**config.mk**
```make
export PLATFORM = sky130hd
export DESIGN_NAME = reset_run_wake
export DESIGN_NICKNAME = d
export VERILOG_FILES = /design/src/rtl/reset_run_wake_pkg.sv /design/src/rtl/rrw_pin_sync.sv /design/src/rtl/rrw_window_timer.sv /design/src/rtl/rrw_cfg_reg.sv /design/src/rtl/reset_run_wake.sv
export SDC_FILE = /design/constraint.sdc
export NUM_CORES = 1
export LEC_CHECK = 0
export BUFFER_PORTS_ARGS = -buffer_cell sky130_fd_sc_hd__buf_2
export CORE_ASPECT_RATIO = 1.4
export CORE_MARGIN = 5
export CORE_UTILIZATION = 37
export CTS_CLUSTER_DIAMETER = 60
export CTS_CLUSTER_SIZE = 24
export DETAILED_ROUTE_END_ITERATION = 10
export GPL_TIMING_DRIVEN = 1
export PLACE_DENSITY = 0.56
export SYNTH_ARGS = -nofsm -noshare
export SYNTH_HDL_FRONTEND = slang
export SYNTH_HIERARCHICAL = 1
export SYNTH_SLANG_ARGS = --single-unit
```
**constraint.sdc**
```tcl
create_clock -name clk_i -period 1.8 [get_ports clk_i]
set_input_delay 0.09 -clock clk_i [delete_from_list [all_inputs] [get_ports clk_i]]
set_output_delay 0.09 -clock clk_i [all_outputs]
set_load 0.005 [all_outputs]
```
**src/rtl/reset_run_wake_pkg.sv**
```systemverilog
package reset_run_wake_pkg;
  localparam int RUN_BIT  = 0;
  localparam int ARM_BIT  = 1;
  localparam int WIPE_BIT = 6;

  typedef enum logic {
    ST_IDLE = 1'b0,
    ST_WAIT = 1'b1
  } win_state_e;
endpackage

```
**src/rtl/rrw_pin_sync.sv**
```systemverilog
module rrw_pin_sync #(
  parameter int STAGES = 2
) (
  input  logic clk_i,
  input  logic rst_ni,
  input  logic pin_i,
  output logic level_o,
  output logic rise_o
);
  // sh[STAGES-1] is the synchronized level, sh[STAGES] its previous value
  logic [STAGES:0] sh_q;

  always_ff @(posedge clk_i or negedge rst_ni) begin
    if (!rst_ni) sh_q <= '0;
    else         sh_q <= {sh_q[STAGES-1:0], pin_i};
  end

  assign level_o = sh_q[STAGES-1];
  assign rise_o  = sh_q[STAGES-1] & ~sh_q[STAGES];
endmodule

```
**src/rtl/rrw_window_timer.sv**
```systemverilog
module rrw_window_timer
  import reset_run_wake_pkg::*;
#(
  parameter int WINDOW = 128
) (
  input  logic clk_i,
  input  logic rst_ni,
  input  logic tick_i,
  input  logic start_i,
  input  logic abort_i,
  input  logic ack_i,
  output logic expire_o,
  output logic cancel_o,
  output logic active_o
);
  localparam int CW = $clog2(WINDOW + 1);

  win_state_e    st_q;
  logic [CW-1:0] cnt_q;
  logic          ack_pend_q;
  logic          ack_seen, step;

  assign ack_seen = ack_pend_q | ack_i;
  assign step     = (st_q == ST_WAIT) & tick_i & ~abort_i;
  // cancel has priority over expiry on the same tick
  assign cancel_o = step & ack_seen;
  assign expire_o = step & ~ack_seen & (cnt_q == CW'(WINDOW - 1));
  assign active_o = (st_q == ST_WAIT);

  always_ff @(posedge clk_i or negedge rst_ni) begin
    if (!rst_ni) begin
      st_q       <= ST_IDLE;
      cnt_q      <= '0;
      ack_pend_q <= 1'b0;
    end else if (start_i) begin
      st_q       <= ST_WAIT;
      cnt_q      <= '0;
      ack_pend_q <= 1'b0;
    end else if (abort_i || cancel_o || expire_o) begin
      st_q       <= ST_IDLE;
      ack_pend_q <= 1'b0;
    end else if (step) begin
      cnt_q      <= cnt_q + 1'b1;
      ack_pend_q <= 1'b0;
    end else if (st_q == ST_WAIT) begin
      ack_pend_q <= ack_seen; // stretch until the next tick
    end
  end
endmodule

```
**src/rtl/rrw_cfg_reg.sv**
```systemverilog
module rrw_cfg_reg
  import reset_run_wake_pkg::*;
#(
  parameter int             W   = 8,
  parameter logic [W-1:0]   POR = '0
) (
  input  logic         clk_i,
  input  logic         rst_ni,
  input  logic         clear_i,
  input  logic         we_i,
  input  logic [W-1:0] wdata_i,
  input  logic         set_run_i,
  input  logic         clr_arm_i,
  output logic [W-1:0] cfg_o
);
  logic [W-1:0] cfg_q;

  always_ff @(posedge clk_i or negedge rst_ni) begin
    if (!rst_ni) begin
      cfg_q <= POR;
    end else if (clear_i) begin
      cfg_q <= POR;
    end else begin
      if (we_i)      cfg_q          <= wdata_i;
      // block updates override a bus write in the same cycle
      if (set_run_i) cfg_q[RUN_BIT] <= 1'b1;
      if (clr_arm_i) cfg_q[ARM_BIT] <= 1'b0;
    end
  end

  assign cfg_o = cfg_q;
endmodule

```
**src/rtl/reset_run_wake.sv**
```systemverilog
module reset_run_wake
  import reset_run_wake_pkg::*;
#(
  parameter int               CFG_W       = 8,
  parameter logic [CFG_W-1:0] CFG_POR     = '0,
  parameter int               WINDOW      = 128,
  parameter int               SYNC_STAGES = 2
) (
  input  logic             clk_i,
  input  logic             rst_ni,
  input  logic             ext_en_i,
  input  logic             tick_i,
  input  logic             ack_i,
  input  logic             cfg_we_i,
  input  logic [CFG_W-1:0] cfg_wdata_i,
  output logic [CFG_W-1:0] cfg_o,
  output logic             run_o,
  output logic             bus_abort_o,
  output logic             regs_clear_o,
  output logic             wake_o,
  output logic             window_active_o
);
  logic             en_lvl, en_rise;
  logic             expire_w, cancel_w, active_w;
  logic             clr_w, start_w;
  logic [CFG_W-1:0] cfg_w;
  logic             wake_q;

  rrw_pin_sync #(.STAGES(SYNC_STAGES)) u_sync (
    .clk_i   (clk_i),
    .rst_ni  (rst_ni),
    .pin_i   (ext_en_i),
    .level_o (en_lvl),
    .rise_o  (en_rise)
  );

  assign clr_w   = ~en_lvl & cfg_w[WIPE_BIT];
  assign start_w = en_rise & cfg_w[ARM_BIT];

  rrw_window_timer #(.WINDOW(WINDOW)) u_timer (
    .clk_i    (clk_i),
    .rst_ni   (rst_ni),
    .tick_i   (tick_i),
    .start_i  (start_w),
    .abort_i  (~en_lvl),
    .ack_i    (ack_i & en_lvl),
    .expire_o (expire_w),
    .cancel_o (cancel_w),
    .active_o (active_w)
  );

  rrw_cfg_reg #(.W(CFG_W), .POR(CFG_POR)) u_cfg (
    .clk_i     (clk_i),
    .rst_ni    (rst_ni),
    .clear_i   (clr_w),
    .we_i      (cfg_we_i & en_lvl),
    .wdata_i   (cfg_wdata_i),
    .set_run_i (expire_w),
    .clr_arm_i (cancel_w),
    .cfg_o     (cfg_w)
  );

  always_ff @(posedge clk_i or negedge rst_ni) begin
    if (!rst_ni) wake_q <= 1'b0;
    else         wake_q <= expire_w;
  end

  assign cfg_o           = cfg_w;
  assign run_o           = cfg_w[RUN_BIT];
  assign bus_abort_o     = ~en_lvl;
  assign regs_clear_o    = clr_w;
  assign wake_o          = wake_q;
  assign window_active_o = active_w;
endmodule

```
==> results.txt <==
Peak Freq - 0.591 GHz
global-route wire length before repair - 3.43 mm
number of enable flip-flop cells after synthesis - 0
setup clock skew after layout - 0.00769 ns
post-route DRC violation count - 0
pin slew with the least headroom to its limit - 0.488 ns
post-synthesis cell type count - 30
Final Cycle Share - 94.0%
Worst R2R Start - u_sync/sh_q[1]
post-synthesis async set-or-reset flop share - 100%
area of the multi-input gates - 420 um^2
number of sinks driven by the clock tree - 22
max-cap viol count - 0
Yosys top cell area share - 53.3%
TritonCTS clock tree - built
largest vdd supply drop - 653 uV
CTS Root Buffer Type - sky130_fd_sc_hd__clkbuf_4
worst stage delay on the critical path - 0.47 ns
register-to-register setup slack - 0.11 ns
Hold Crit Start - tick_i
footprint of the flip-flops and latches - 551 um^2
fraction of the yosys area taken by sequential cells - 53.3%
share of post-route cells with drive strength above 1 - 34.6%
fraction of synthesized area in multiplexers - 9.82%
Synth Area in Compound Gates - 9.70%
number of pins exceeding their max-slew limit in the final report - 0
final critical delay including setup and external delays - 1.69 ns
Synth Instances - 94
Fill cells - 273
CP startpoint kind - register
unrepaired setup endpoints after global routing - false
power density of the placed cells - 783 mW/mm^2
TritonCTS buffer count - 3
hold violation total from the final report - 0
FP Rows - 22
maximum fanout count along the critical path - 10
layout net count - 147
sum of routed wire length over all layers - 2.14 mm
post-synthesis adder-cell area fraction - 1.21%
final setup fails - 0
Synth Flop Type - sky130_fd_sc_hd__dfrtp_1
Crit Reg-Reg Endpoint - u_timer/cnt_q[3]
Buf/Inv on CP - 2
GRT Total Usage - 11.8%
Total Die Area - 0.00396 mm^2
WL per Instance - 12.9 um
CTS max path bufs - 2
Mapped Nets - 109
kind of cell adding the most delay to the critical path - simple AND/OR/NAND/NOR gates
pre-CTS setup slack - -0.0313 ns
synthesized area - 0.00103 mm^2
worst path cell trace - inv_1 -> and3b_1 -> o211ai_1 -> buf_4 -> or4_1 -> a21oi_1
Die Height - 72.5 um
min setup slack post-route - 0.108 ns
endpoint kind of the worst setup timing path - register
signal arrival time at the worst endpoint - 1.91 ns
initial antenna violation count - 0
residual overflow from global routing - 0
initial drt markers - 3
area of the placeable core - 0.00264 mm^2
R2R cell count - 6
HP Class - input port to register
number of warnings printed during yosys synthesis - 6
post-synthesis area per instance - 11.0 um^2
Max H-tree Level - 1
number of instances in the placed design - 159
combinational family with the most area after synthesis - simple AND/OR/NAND/NOR gates
count of antenna-violating nets left after detailed routing - 0
I/O Buffers - 26
Simple-Gate Fraction of Synth Area - 18.9%
starting density of the core - 39.1%
I/O pin count - 27
worst relative slew slack - 67.5%
horizontal extent of the die - 54.6 um
Diodes inserted - 0
Max stage delay cell, worst path - sky130_fd_sc_hd__or4_1
maximum number of pins on one net before global-route repair - 23
data required time at the worst endpoint - 2.02 ns
post-detail-place hpwl - 1.61 mm
hold worst-path end - u_timer/ack_pend_q
cell types with the largest area share after synthesis - sky130_fd_sc_hd__dfrtp_1 53%, sky130_fd_sc_hd__mux2i_1 8.7%, sky130_fd_sc_hd__nor2_1 4.4%, sky130_fd_sc_hd__a21oi_1 3.4%, sky130_fd_sc_hd__o31ai_1 2.9%
Static Leak - 0.644 nW
most area-hungry cell type in the Yosys netlist - sky130_fd_sc_hd__dfrtp_1
number of cells in the finished layout apart from fillers - 166
Synth Register Bits - 22
detail-routed via count per cell - 4.94
start-to-end type of the worst setup path - register to register
status - complete, no violations
vias in the first global route - 832
synthesis-to-layout area growth - 24.6%
final weighted congestion in routability-driven placement - 0.791
clock latency on the worst-skew pair - 0.29 ns
Cells on Worst Hold Path - 2
xor and xnor fraction of the mapped netlist area - 0.848%
clock-pin slew of the registers on the worst-case setup and hold paths - 0.11 ns
vias after detailed routing - 820
first-pass iteration count of the detailed router - 4
[cells in the mapped netlist, types with 2 or more instances]
library cell and instances:
sky130_fd_sc_hd__inv_1 6, sky130_fd_sc_hd__or3_1 2, sky130_fd_sc_hd__o21ai_0 2, sky130_fd_sc_hd__and2_1 3, sky130_fd_sc_hd__nor2b_1 2, sky130_fd_sc_hd__mux2i_1 9, sky130_fd_sc_hd__buf_4 2, sky130_fd_sc_hd__a21oi_1 7
sky130_fd_sc_hd__nand3_1 2, sky130_fd_sc_hd__buf_6 2, sky130_fd_sc_hd__dfrtp_1 22, sky130_fd_sc_hd__o31ai_1 4, sky130_fd_sc_hd__nor2_1 12, sky130_fd_sc_hd__or4_1 3
[where the power goes]
part / internal, W / total [W] / leakage [nW] / switching [W]
logic: 0.000113 / 0.000216 / 0.342 / 0.000103
clock network: 0.0000778 / 0.000206 / 0.0138 / 0.000128
registers: 0.000550 / 0.000585 / 0.289 / 0.0000343
total: 0.000741 / 0.00101 / 0.644 / 0.000265
[logic make-up (layout without fill, tap and decap cells)]
kind of cell             count (synthesis)  after routing
XOR/XNOR                                 1              1
AO/OA/AOI/OAI                           16             16
buffers and inverters                   11             47
AND/OR/NAND/NOR                         33             33
adder cells (fa/ha/maj)                  1              1
flip-flops                              22             22
multiplexers                            10             10
[sequential cells by signal, summed over array words and instances (netlist names)]
| signal | flops |
|---|---|
| u_timer/active_o | 1 |
| u_timer/cnt_q | 8 |
| u_timer/ack_pend_q | 1 |
| wake_o | 1 |
| u_cfg/cfg_o | 8 |
| u_sync/sh_q | 3 |
[routing by layer]
| layer | track usage [%] | vias up | part of all wire (%) |
|---|---|---|---|
| met4 | 5.82 | 0 | 0.98 |
| met1 | 12.1 | 398 | 39 |
| met3 | 1.85 | 2 | 6.3 |
| met2 | 21.7 | 21 | 53 |
| li1 | - | 399 | - |
| met5 | 0 | - | 0 |
[per-stage QoR]
step                utilization, %  cell area [um^2]  TNS (ns)  total power (W)  hold WS, ns
floorplan                        -              1030         0         0.000702       -0.206
global placement              46.4              1230         0         0.000801       0.0809
detailed placement            46.4              1230   -0.0738         0.000811       0.0884
CTS                           48.6              1280         0          0.00103     0.000518
global route                  48.7              1290         0          0.00108      0.00594
finish                        48.7              1290         0          0.00101      0.00588
[worst max-delay path by stage]
stage,from,to,cells after the start
after floorplan,u_sync/sh_q[1],u_timer/cnt_q[6],6
after global placement,u_sync/sh_q[1],u_timer/cnt_q[3],5
after detailed placement,u_sync/sh_q[1],u_timer/cnt_q[7],5
after CTS,u_sync/sh_q[1],u_timer/cnt_q[3],6
after global routing,u_sync/sh_q[1],u_timer/cnt_q[3],6
final,u_sync/sh_q[1],u_timer/cnt_q[3],6
[repair_timing]
action | in CTS | in global routing
gates cloned | 0 | 0
resized for setup | 0 | 1
setup endpoints to repair | 5 | 3
endpoints found under the hold margin | 23 | 0
hold buffers | 2 | 0
pin swaps | 1 | 1
setup buffers | 2 | 0
[cells in the final DEF, fill, tap and decap left out]
cell	count
sky130_fd_sc_hd__a31o_2	1
sky130_fd_sc_hd__a21oi_1	7
sky130_fd_sc_hd__buf_4	10
sky130_fd_sc_hd__or2_0	1
sky130_fd_sc_hd__nor3_1	1
sky130_fd_sc_hd__nor2_2	1
sky130_fd_sc_hd__a2111oi_0	1
sky130_fd_sc_hd__or4_1	3
sky130_fd_sc_hd__buf_2	26
sky130_fd_sc_hd__nor2_1	11
sky130_fd_sc_hd__ha_1	1
sky130_fd_sc_hd__nand3_1	2
sky130_fd_sc_hd__and2_1	3
sky130_fd_sc_hd__and3_1	1
sky130_fd_sc_hd__mux2_2	1
sky130_fd_sc_hd__and3b_1	1
sky130_fd_sc_hd__nor3_2	1
sky130_fd_sc_hd__o31ai_1	4
sky130_fd_sc_hd__inv_1	6
sky130_fd_sc_hd__nor2b_4	1
sky130_fd_sc_hd__dfrtp_1	22
sky130_fd_sc_hd__clkbuf_4	3
sky130_fd_sc_hd__nand3b_1	1
sky130_fd_sc_hd__o211ai_1	1
sky130_fd_sc_hd__or3_1	2
sky130_fd_sc_hd__o21ai_0	2
sky130_fd_sc_hd__dlygate4sd3_1	2
sky130_fd_sc_hd__nand2_1	1
sky130_fd_sc_hd__xor2_1	1
sky130_fd_sc_hd__nor2b_1	2
sky130_fd_sc_hd__mux2i_1	9
sky130_fd_sc_hd__nand4_2	1
[final cells by class]
cell class | instances | area share [%]
Clock buffer | 3 | 1.75
Inverter | 6 | 1.75
Multi-Input combinational cell | 61 | 32.7
Sequential cell | 22 | 42.8
Tap cell | 36 | 3.50
Timing Repair Buffer | 38 | 17.5
No activity file was read; power rests on OpenSTA's default activity.
